$ cat src/rtl/alu_fn_pkg.sv
package alu_fn_pkg;
  typedef struct packed {
    logic       inv_a;
    logic       inv_b;
    logic [1:0] sel;
  } alu_ctl_t;

  localparam logic [1:0] SEL_AND = 2'b00;
  localparam logic [1:0] SEL_OR  = 2'b01;
  localparam logic [1:0] SEL_ADD = 2'b10;
  localparam logic [1:0] SEL_SLT = 2'b11;

  localparam logic [3:0] CODE_AND = 4'b0000;
  localparam logic [3:0] CODE_OR  = 4'b0001;
  localparam logic [3:0] CODE_ADD = 4'b0010;
  localparam logic [3:0] CODE_SUB = 4'b0110;
  localparam logic [3:0] CODE_SLT = 4'b0111;
  localparam logic [3:0] CODE_NOR = 4'b1100;

  localparam logic [1:0] CLS_MEM = 2'b00;
  localparam logic [1:0] CLS_BEQ = 2'b01;

  localparam logic [5:0] FN_ADD = 6'b100000;
  localparam logic [5:0] FN_SUB = 6'b100010;
  localparam logic [5:0] FN_AND = 6'b100100;
  localparam logic [5:0] FN_OR  = 6'b100101;
  localparam logic [5:0] FN_SLT = 6'b101010;
endpackage

$ cat src/rtl/alu_ctl_decode.sv
module alu_ctl_decode
  import alu_fn_pkg::*;
#(
  parameter int CLS_W = 2,
  parameter int FN_W  = 6
) (
  input  logic [CLS_W-1:0] op_class,
  input  logic [FN_W-1:0]  funct,
  output alu_ctl_t         ctl
);
  logic [3:0] fn_code;

  // Second level: function field, used only by register-format classes
  always_comb begin
    unique case (funct)
      FN_ADD:  fn_code = CODE_ADD;
      FN_SUB:  fn_code = CODE_SUB;
      FN_AND:  fn_code = CODE_AND;
      FN_OR:   fn_code = CODE_OR;
      FN_SLT:  fn_code = CODE_SLT;
      default: fn_code = CODE_ADD;
    endcase
  end

  // First level: operation class
  always_comb begin
    unique case (op_class)
      CLS_MEM: ctl = alu_ctl_t'(CODE_ADD);
      CLS_BEQ: ctl = alu_ctl_t'(CODE_SUB);
      default: ctl = alu_ctl_t'(fn_code);
    endcase
  end
endmodule

$ cat src/rtl/alu_adder.sv
module alu_adder #(
  parameter int W = 32
) (
  input  logic [W-1:0] x,
  input  logic [W-1:0] y,
  input  logic         cin,
  output logic [W-1:0] sum,
  output logic         ovf
);
  logic [W:0] carry;
  assign carry[0] = cin;

  for (genvar i = 0; i < W; i++) begin : g_bit
    assign sum[i]     = x[i] ^ y[i] ^ carry[i];
    assign carry[i+1] = (x[i] & y[i]) | (carry[i] & (x[i] ^ y[i]));
  end

  // Signed overflow: carry into the sign bit differs from carry out of it
  assign ovf = carry[W] ^ carry[W-1];
endmodule

$ cat src/rtl/alu_datapath.sv
module alu_datapath
  import alu_fn_pkg::*;
#(
  parameter int W = 32
) (
  input  alu_ctl_t     ctl,
  input  logic [W-1:0] a,
  input  logic [W-1:0] b,
  output logic [W-1:0] result,
  output logic         zero
);
  logic [W-1:0] a_eff, b_eff, sum;
  logic         ovf, less;

  assign a_eff = ctl.inv_a ? ~a : a;
  assign b_eff = ctl.inv_b ? ~b : b;

  // Carry-in taken from the B-inversion bit turns add into subtract
  alu_adder #(.W(W)) adder_i (
    .x(a_eff), .y(b_eff), .cin(ctl.inv_b), .sum(sum), .ovf(ovf)
  );

  assign less = sum[W-1] ^ ovf;

  always_comb begin
    unique case (ctl.sel)
      SEL_AND: result = a_eff & b_eff;
      SEL_OR:  result = a_eff | b_eff;
      SEL_ADD: result = sum;
      default: result = {{(W-1){1'b0}}, less};
    endcase
  end

  assign zero = ~|result;

  always_comb begin
    if (ctl.sel == SEL_SLT)
      assert_slt_bits_R8: assert (result[W-1:1] == '0)
        else $error("slt upper bits set");
  end
endmodule

$ cat src/rtl/alu_fn_unit.sv
module alu_fn_unit
  import alu_fn_pkg::*;
#(
  parameter int W = 32
) (
  input  logic [1:0]   op_class,
  input  logic [5:0]   funct,
  input  logic [W-1:0] opnd_a,
  input  logic [W-1:0] opnd_b,
  output logic [W-1:0] result,
  output logic         zero,
  output logic [3:0]   ctl_code
);
  alu_ctl_t ctl;

  alu_ctl_decode #(.CLS_W(2), .FN_W(6)) dec_i (
    .op_class(op_class), .funct(funct), .ctl(ctl)
  );

  alu_datapath #(.W(W)) dp_i (
    .ctl(ctl), .a(opnd_a), .b(opnd_b), .result(result), .zero(zero)
  );

  assign ctl_code = ctl;

  always_comb begin
    assert_msb_zero_R6: assert (ctl_code[3] == 1'b0)
      else $error("decoder produced inversion of A");
    assert_zero_flag_R9: assert (zero == (result == '0))
      else $error("zero flag disagrees with result");
    if (op_class == CLS_MEM)
      assert_mem_add_R2: assert (result == opnd_a + opnd_b)
        else $error("memory class did not add");
    if (op_class == CLS_BEQ)
      assert_beq_equal_R3: assert (zero == (opnd_a == opnd_b))
        else $error("branch class zero flag wrong");
  end
endmodule

$ cat config.mk
export PLATFORM = sky130hd
export DESIGN_NAME = alu_fn_unit
export DESIGN_NICKNAME = d
export VERILOG_FILES = /design/src/rtl/alu_fn_pkg.sv /design/src/rtl/alu_ctl_decode.sv /design/src/rtl/alu_adder.sv /design/src/rtl/alu_datapath.sv /design/src/rtl/alu_fn_unit.sv
export SDC_FILE = /design/constraint.sdc
export NUM_CORES = 1
export LEC_CHECK = 0
export BUFFER_PORTS_ARGS = -buffer_cell sky130_fd_sc_hd__buf_2
export CAP_MARGIN = 40
export CORE_MARGIN = 2
export CORE_UTILIZATION = 30
export DETAILED_ROUTE_END_ITERATION = 8
export PLACE_DENSITY_LB_ADDON = 0.3
export SLEW_MARGIN = 20
export SYNTH_ARGS = -nofsm -noshare
export SYNTH_HDL_FRONTEND = slang
export SYNTH_SLANG_ARGS = --single-unit
$ cat constraint.sdc
create_clock -name vclk -period 51.5
set_clock_uncertainty 0.05 [all_clocks]
set_input_delay 10.3 -clock vclk [all_inputs]
set_output_delay 10.3 -clock vclk [all_outputs]
set_load 0.01 [all_outputs]
After elaboration in Yosys (flattened, before gate mapping)
Cells that the tools add are included.
{ "classes": {"n_eq_ne": 7, "n_mux": 5, "bitwise_logic": 166, "reduce_logical": 4} }
{ "op_table": {"columns": ["op", "n"], "rows": [
  ["$pmux 32 s3", 1],
  ["$xor 1x1->1", 66],
  ["$and 1x1->1", 64],
  ["$mux 32", 2],
  ["$not 32->32", 2],
  ["$and 32x32->32", 1],
  ["$or 1x1->1", 32],
  ["$or 32x32->32", 1],
  ["$reduce_or 32->1", 1],
  ["$eq 6x6->1 const B", 4],
  ["$pmux 3 s4", 1],
  ["$pmux 3 s2", 1],
  ["$eq 2x1->1 const B", 2],
  ["$logic_not 2->1", 2],
  ["$eq 2x2->1 const B", 1],
  ["$logic_not 1->1", 1]
]} }
{ "word_totals": {"regBits": 0, "in_bits": 72, "output_inout_bits": 37, "elab_cells": 182} }

Logic depth before layout (Yosys ltp)
Gate-level depths: netlist of run 1.
{ "logic_depth": {"depth_word": 74, "ltp_mapped": 43} }

Modules after synthesis
A second synthesis of run 1 with hierarchy kept.
{ "hier_totals": {"hier_cells": 287, "area_unflattened_um2": 2479.9} }
{ "by_module_without_submodules": {"columns": ["module", "instances", "cells_per_inst", "area_per_inst_um2"], "rows": [
  ["alu_datapath", 1, 239, 1724.2],
  ["alu_adder", 1, 38, 668.1],
  ["alu_ctl_decode", 1, 10, 87.6]
]} }

Worst setup path after synthesis of run 1
OpenSTA, ideal clock, no wires.
{ "synth_timing": {"kind": "input to output", "startpoint": "input funct[0]", "endpoint": "output zero", "arrival_time_ps": 23935, "t_required_ps": 41150, "setup_slack_ps": 17215, "cell_stages": 41, "n_path_buf": 3, "cell_sequence": "clkbuf_1 buf_2 nor4b_1 a21oi_1 buf_2 xnor2_1 fa_1 fa_1 fa_1 fa_1 fa_1 fa_1 fa_1 fa_1 fa_1 fa_1 fa_1 fa_1 [5 not listed] fa_1 fa_1 fa_1 fa_1 fa_1 fa_1 fa_1 fa_1 fa_1 fa_1 fa_1 inv_1 fa_1 fa_1 fa_1 a2111oi_0 nor4_1 and4_1"} }
{ "synth_via": {"elab_chain_len": 74, "elab_cells_between_ends": 177, "classes_between": "eq/ne (6); mux (4); bitwise (164); reduce/logical (3)"} }
{ "synth_rtl": {"columns": ["item", "line", "source"], "rows": [
  ["from (decl)", "alu_fn_unit.sv:7", "input logic [5:0] funct,"],
  ["$eq 6x6->1", "alu_ctl_decode.sv:15", "unique case (funct)"],
  ["$pmux 3 s4 (*)", "alu_ctl_decode.sv:15", null],
  ["$pmux 3 s2 (*)", "alu_ctl_decode.sv:27", "unique case (op_class)"],
  ["$mux 32", "alu_datapath.sv:16", "assign b_eff = ctl.inv_b ? ~b : b;"],
  ["$xor 1x1->1", "alu_adder.sv:14, alu_adder.sv:15", null],
  ["$and 1x1->1", "alu_adder.sv:15", "assign carry[i+1] = (x[i] & y[i]) | (carry[i] & (x[i] ^ y[i]));"],
  ["$or 1x1->1", "alu_adder.sv:15", null],
  ["$and 1x1->1", "alu_adder.sv:15", null],
  ["[58 not listed]", null, null],
  ["$or 1x1->1", "alu_adder.sv:15", null],
  ["$and 1x1->1", "alu_adder.sv:15", null],
  ["$or 1x1->1", "alu_adder.sv:15", null],
  ["$xor 1x1->1", "alu_adder.sv:19", "assign ovf = carry[W] ^ carry[W-1];"],
  ["$xor 1x1->1", "alu_datapath.sv:23", "assign less = sum[W-1] ^ ovf;"],
  ["$pmux 32 s3 (*)", "alu_datapath.sv:26", "unique case (ctl.sel)"],
  ["$reduce_or 32->1 (*)", "alu_datapath.sv:34", "assign zero = ~|result;"],
  ["$logic_not 1->1 (*)", "alu_datapath.sv:34", null],
  ["to (decl)", "alu_fn_unit.sv:11", "output logic zero,"]
]} }
Every way passes the cells marked *; elsewhere a longest branch is shown, timed or not.

Worst setup path after layout of run 1
{ "layout_timing": {"startpoint": "input funct[4]", "endpoint": "output zero"} }
Same word-level chain as after synthesis.

==> metrics, run 1 <==
Routability Congestion between 0.8 and 0.9; fin. max-slew vios 0; Hold Path Class in2out; initial core utilization 0.306; register area share after synthesis 0; DIE AREA between 0.01 and 0.015 mm²; worst path required time just over 40 ns; outcome complete, no violations; Pleak 2.11 nW; first-pass GRT wire length roughly 14 mm; # fillers approximately 1.1k; DR pass1 iterations 4; relative slew slack 0.512; initial antenna violation count 1; CP Capture Type output pin; Antenna diodes 0; Post-DP HPWL ~7.3 mm; DR iter-0 viols slightly above 80; RSZ-0062 raised after global routing false; Pwr Density 14.2 mW/mm²; worst-path maximum fanout 11; Seq. cell area 0 µm²; hold depth 4; post-route ant nets 0; Final Hold Vio Count 0; Placement Setup Slack 16.26 ns; Layout Nets 641; total negative slack 0 ns; Mapped Cells between 300 and 400; max-cap viol count 0; Critical Path Start funct[4]; vias in the first global route roughly 2.8k; num sequential 0; wire length per cell around 14 µm; share of layout cells above drive strength 1 0.256; IO Port Bufs around 110; I/O Pins 109; gr ovfl total 0; worst vdd ir 0.00663 mV; area delta synth->final 21.6%; Netlist cell types 47; post-CTS sizing 0; Remaining DRCs 0; slowest CP cell nor4b_1; crit path kind in2out; Hold WS approximately 21 ns; Synth warnings 0; Setup Buffers After CTS 0; most used cell, CP fa_1; WP data arrival between 20 and 25 ns; max frequency 0.0284 GHz; post-DR vias/cell roughly 4.6; synthesized net count between 500 and 600; final WL around 8.6 mm; Worst Tran Pin Value around 0.73 ns; core area ~0.01 mm²; Hold Crit Endpoint ctl_code[2]; Die Ht 106 µm; commonest cells after routing, fill and taps aside buf_2 (108), inv_1 (107), ha_1 (62), fa_1 (32), xnor2_1 (31); commonest non-fill, non-tap cell in the layout buf_2; via count between 2k and 3k; Hold-fix buffers, CTS 0; period utilization 0.684; row count 37; largest net degree at the start of global routing 39; Mapped Area between 0.003 and 0.004 mm²; final worst-path setup slack 16.27 ns; GRT Overall Usage 0.152; Max stage delay on crit path 0.69 ns; Clock Buffer Count 0; Avg Inst Size Synth roughly 8.2 µm²; final setup violation count 0; Die X-Extent between 100 and 150 µm; startpoint types primary input; Period minus WS final 35.23 ns; Worst Hold Launch op_class[0]
## area by class of cell
class | instances | area (µm²) | area share
Inverter | 107 | 402 | 0.106
Multi-Input combinational cell | 254 | 2640 | 0.697
Tap cell | 136 | 170 | 0.0449
Timing Repair Buffer | 112 | 574 | 0.152
## kinds of logic after synthesis
family	after synthesis	share of synthesized area
AO/OA/AOI/OAI	52	0.120
buffers and inverters	124	0.157
other	1	0.00120
adder cells (fa/ha/maj)	94	0.455
AND/OR/NAND/NOR	53	0.105
multiplexers	23	0.0743
XOR/XNOR	31	0.0872
## cells in the mapped netlist (3+ instances only)
library cell / count / area [µm²]
a21oi_1: 4 / 20.0
a2bb2oi_1: 12 / 105
buf_2: 7 / 35.0
clkbuf_1: 6 / 22.5
fa_1: 32 / 641
ha_1: 62 / 776
inv_1: 107 / 402
mux2i_1: 22 / 220
nand2_1: 14 / 52.6
nor3_1: 9 / 45.0
nor4_1: 4 / 25.0
o2111ai_1: 3 / 26.3
o21ai_0: 15 / 75.1
o221ai_1: 3 / 26.3
o22ai_1: 3 / 18.8
or4_1: 7 / 52.6
xnor2_1: 31 / 272
## routing by layer
metal  share of wire  GRT usage  vias up  wire, µm
met3           0.051     0.0105        4       438
li1                -          -     1386         -
met5          0.0015          0        -        13
met4          0.0024    0.00376        2        21
met1            0.44      0.201     1338      3820
met2            0.50      0.285       89      4320
## metrics by stage
step / power [mW] / utilization / std cells / cell area (µm²)
after detailed placement: 0.0543 / 0.372 / 609 / 3790
after global routing: 0.0607 / 0.372 / 609 / 3790
final: 0.0536 / 0.372 / 609 / 3790
after floorplan: 0.0337 / - / 378 / 3110
after CTS: 0.0546 / 0.372 / 609 / 3790
after global placement: 0.0533 / 0.371 / 608 / 3770
## worst max path at each step
stage,to,slack [ns],depth (start not counted)
after floorplan,zero,17.22,41
after global placement,zero,16.51,41
after detailed placement,zero,16.26,41
after CTS,zero,16.24,41
after global routing,zero,15.64,41
final,zero,16.27,41
## critical path, delay by kind of cell
| kind | cells | cell delay, ns |
|---|---|---|
| buffers and inverters | 3 | 0.32 |
| AOI/OAI and AO/OA | 2 | 0.52 |
| and+or+nand+nor | 4 | 1.40 |
| xor gates and xnor gates | 1 | 0.23 |
| adders and majority gates | 31 | 12.07 |
## report_power, final
part,switching [mW],internal (mW)
combinational,0.0306,0.0231
clock,0,0
sequential,0,0
total,0.0306,0.0231
Note: power is estimated with default switching activity, not from simulation.
==> run 2, diff against run 1 <==
==> constraint.sdc (replaced) <==
create_clock -name vclk -period 36.7
set_clock_uncertainty 0.05 [all_clocks]
set_input_delay 7.34 -clock vclk [all_inputs]
set_output_delay 7.34 -clock vclk [all_outputs]
set_load 0.01 [all_outputs]
==> run 2 against run 1 <==
Against the previous run: routed wire length down 0.22%; core utilization unchanged; first-iteration DRC count down 4.8%; non-clock buffer count unchanged; die area unchanged; flip-flop and latch count unchanged; combinational power up 41%.
==> metrics, run 2 (synthesized netlist as in run 1, its figures left out) <==
outcome complete, no violations; internal power 32.5 µW; Hold-fix buffers, CTS 0; worst vdd ir around 0.0095 mV; sw frac 0.571; RSZ-0062 raised after global routing false; I/O Pins 109; post-CTS sizing 0; DR iter-0 viols 79; DR pass1 iterations 4; post-route cell area between 0.003 and 0.004 mm²; Die Ht ~110 µm; first-pass GRT wire length 13.7 mm; Post-DP Area around 0.0038 mm²; Clock Buffer Count 0; most used cell, CP fa_1; slowest CP cell nor4b_1; Reg power frac 0; wire length per cell approximately 14 µm; worst-path maximum fanout 11; Layout Nets around 640; Die X-Extent 106 µm; GRT Overall Usage 0.149; Post-DP HPWL approximately 7.3 mm; max frequency between 0.03 and 0.04 GHz; Pleak 2.11 nW; final WL 8.60 mm; Period minus WS final just under 30 ns; final worst-path setup slack approximately 7.4 ns; # fillers between 1k and 1.5k; row count 37; total negative slack 0 ns; Hold Path Class in2out; Hold WS 15.06 ns; Seq. cell area 0 µm²; combinational power share 1.000; Placement Setup Slack ~7.4 ns; vias in the first global route around 2.8k; initial antenna violation count 0; core area approximately 0.010 mm²; gr ovfl total 0; Remaining DRCs 0; period utilization 0.798; post-DR vias/cell 4.62; CP Capture Type output pin; final core occ 0.372; startpoint types primary input; Antenna diodes 0; max-cap viol count 0; P_sw 43.2 µW; relative slew slack 0.507; final setup violation count 0; worst path required time between 20 and 30 ns; clock share of power 0; largest net degree at the start of global routing 39; WP data arrival 21.91 ns; Setup Buffers After CTS 0; Routability Congestion ~0.83; Worst Tran Pin Value 0.740 ns; Max stage delay on crit path about 0.67 ns; area delta synth->final 21.6%; Pwr Density around 20 mW/mm²; commonest cells after routing, fill and taps aside buf_2 (108), inv_1 (107), ha_1 (62), fa_1 (32), xnor2_1 (31); IO Port Bufs about 110; share of layout cells above drive strength 1 0.256; via count 2,812; num sequential 0; commonest non-fill, non-tap cell in the layout buf_2; crit path kind in2out; fin. max-slew vios 0; initial core utilization 0.306; DIE AREA approximately 0.011 mm²; post-route ant nets 0; Final Hold Vio Count 0
-- run 2: cell counts in the layout (fill, tap and decap cells not counted) --
Identical to the previous run, type by type.
-- run 2: area by class of cell --
cell class | instances | area (µm²) | area share
inverter | 107 | 402 | 0.106
timing repair buffer | 112 | 574 | 0.152
multi-input combinational | 254 | 2640 | 0.697
tap | 136 | 170 | 0.0449
-- run 2: final timing paths --
| path | depth (start not counted) | from | end | slack (ns) |
|---|---|---|---|---|
| hold / removal | 4 | op_class[0] | ctl_code[2] | 15.06 |
| setup / recovery | 41 | funct[4] | zero | 7.40 |
-- run 2: power by group through the flow --
stage / clock [mW] / combinational [mW] / sequential (mW)
finish: 0 / 0.0756 / 0
global route: 0 / 0.0849 / 0
CTS: 0 / 0.0766 / 0
detailed placement: 0 / 0.0762 / 0
global placement: 0 / 0.0748 / 0
floorplan: 0 / 0.0473 / 0
-- run 2: worst max-delay path: cells and delay by family --
family | cells | cell delay, ns
simple gates | 4 | 1.37
xor+xnor | 1 | 0.23
buf+inv | 3 | 0.34
fa+ha+maj | 31 | 12.13
compound gates | 2 | 0.53
-- run 2: per-layer routing --
layer,GRT usage,vias to the layer above,wire length [µm]
met5,0,-,0
met4,0.000940,0,3
met3,0.0173,2,476
met2,0.282,83,4330
met1,0.193,1346,3790
li1,-,1381,-
-- run 2: metrics by stage --
| step | std cells | power [mW] |
|---|---|---|
| 6_report | 609 | 0.0756 |
| 2_1_floorplan | 378 | 0.0473 |
| 4_1_cts | 609 | 0.0766 |
| 3_3_place_gp | 608 | 0.0748 |
| 3_5_place_dp | 609 | 0.0762 |
| 5_1_grt | 609 | 0.0849 |
==> run 3, diff against run 2 <==
--- a/config.mk
+++ b/config.mk
@@ -5,6 +5,7 @@
 export SDC_FILE = /design/constraint.sdc
 export NUM_CORES = 1
 export LEC_CHECK = 0
+export ABC_AREA = 1
 export BUFFER_PORTS_ARGS = -buffer_cell sky130_fd_sc_hd__buf_2
 export CAP_MARGIN = 40
 export CORE_MARGIN = 2
==> constraint.sdc (replaced) <==
create_clock -name vclk -period 28.8
set_clock_uncertainty 0.05 [all_clocks]
set_input_delay 5.76 -clock vclk [all_inputs]
set_output_delay 5.76 -clock vclk [all_outputs]
set_load 0.01 [all_outputs]
==> run 3 against run 2 <==
Against the previous run: critical path depth grew 5; combinational power grew 18%; synthesized cell count grew 11%; highest routed layer unchanged; critical endpoint unchanged; power grew 18%; routed wire length shrank 7.3%; count of clock-buffer cells in the layout is the same.
==> metrics, run 3 <==
internal power 37.1 µW; cell taking the most area after synthesis ha_1; most common cell in the netlist inv_1; Hold Path Class in2out; worst path required time around 23 ns; final setup violation count 0; DR pass1 iterations 4; RSZ-0062 raised after global routing false; via count between 2k and 3k; Post-DP HPWL around 6.5 mm; I/O Pins between 100 and 150; initial antenna violation count 0; Top delay family on crit path adder cells; Layout Nets between 600 and 700; worst vdd ir around 0.01 mV; Clock Buffer Count 0; post-DR vias/cell approximately 4.4; share of layout cells above drive strength 1 0.255; synthesized net count about 600; Antenna diodes 0; Hold-fix buffers, CTS 0; Setup Buffers After CTS 0; commonest cells after routing, fill and taps aside buf_2 (108), inv_1 (88), nand2_1 (66), ha_1 (62), nand3_1 (50); most used cell, CP fa_1; Remaining DRCs 0; Die X-Extent ~110 µm; Worst Hold Launch opnd_a[30]; first-pass GRT wire length 13.7 mm; relative slew slack 0.492; post-CTS sizing 0; max-cap viol count 0; Worst Tran Pin Value about 0.76 ns; Routability Congestion 0.829; initial core utilization 0.305; DIE AREA ~0.011 mm²; DR iter-0 viols 70; Yosys top cell area share 0.249; final WL around 8.0 mm; vias in the first global route ~3.0k; row count 37; area occupied by multi-input gates 0.00267 mm²; Critical Path Start funct[4]; Mapped Cells roughly 420; Reg power frac 0; crit path kind in2out; Seq. cell area 0 µm²; Synth warnings 0; area delta synth->final 20.1%; wire length per cell 12.3 µm; fin. max-slew vios 0; # fillers about 1.1k; Final Hold Vio Count 0; WP data arrival 20.05 ns; WP buf/inv 4; CP Capture Type output pin; Pwr Density between 20 and 25 mW/mm²; num sequential 0; final core occ 0.367; max frequency between 0.03 and 0.04 GHz; total negative slack 0 ns; IO Port Bufs about 110; Placement Setup Slack just under 3 ns; Avg Inst Size Synth approximately 7.4 µm²; Post-DP Area about 0.0037 mm²; largest net degree at the start of global routing 34; post-route cell area 0.00373 mm²; startpoint types primary input; Netlist cell types 23; Pleak ~2.2 nW; core area between 0.01 and 0.015 mm²; Max stage delay on crit path 0.45 ns; post-route ant nets 0; final total power just under 90 µW; Mapped Area 0.00311 mm²; Period minus WS final about 26 ns; P_sw 52.0 µW; GRT Overall Usage 0.146; period utilization 0.898; commonest non-fill, non-tap cell in the layout buf_2; register area share after synthesis 0; top cell types by occurrence after synthesis inv_1 (88), nand2_1 (67), ha_1 (62); outcome complete, no violations; worst-path maximum fanout 33; synth top area cells ha_1 (25%), fa_1 (21%), inv_1 (11%), xor2_1 (8.7%), nand2_1 (8.1%); sw frac 0.583; Die Ht about 110 µm; final worst-path setup slack 2.94 ns; combinational power share 1.000; gr ovfl total 0; slowest CP cell fa_1; clock share of power 0
## run 3: changes by cell type in the layout (fill, tap and decap cells not counted), moves of 22 or more
| cell | previous run | this run |
|---|---|---|
| nand2_1 | 14 | 66 |
| nand3_1 | 1 | 50 |
| xnor2_1 | 31 | 0 |
| xor2_1 | 0 | 31 |
| nor2_1 | 0 | 25 |
| mux2i_1 | 22 | 0 |
## run 3: final timing paths
check         end  slack (ns)  depth (start not counted)
max          zero        2.94                         46
min    result[30]       11.95                          5
## run 3: power groups by stage
stage	Sequential, mW	Combinational (mW)	Clock [mW]
CTS	0	0.0910	0
global placement	0	0.0881	0
finish	0	0.0891	0
floorplan	0	0.0576	0
global route	0	0.103	0
detailed placement	0	0.0907	0
## run 3: cells by family (layout without fill, tap and decap cells)
family	after synthesis	in the layout	share of synthesized area
AOI/OAI and AO/OA	4	4	0.00885
xor gates and xnor gates	31	31	0.0873
adders and majority gates	94	94	0.456
buffers and inverters	106	200	0.143
other	1	1	0.00121
and+or+nand+nor	183	183	0.304
## run 3: metal layers
metal | track usage | wire length (µm)
met5 | 0 | 0
met4 | 0.00940 | 38
met3 | 0.00989 | 362
met2 | 0.284 | 4070
met1 | 0.181 | 3500
## run 3: worst min-delay path: cells and delay by family
family        cells  cell delay, ns
fa+ha+maj         1            0.13
simple gates      2            0.13
buf+inv           2            0.21
## run 3: final cells by class
cell class | count | share of cell area
tap | 136 | 0.0456
inverter | 89 | 0.0895
multi-input combinational | 313 | 0.714
timing repair buffer | 111 | 0.151
## run 3: per-stage QoR
step                hold slack (ns)  std cells
detailed placement            11.96        649
global route                  12.00        649
finish                        11.95        649
global placement              11.96        649
floorplan                     11.65        419
CTS                           11.96        649
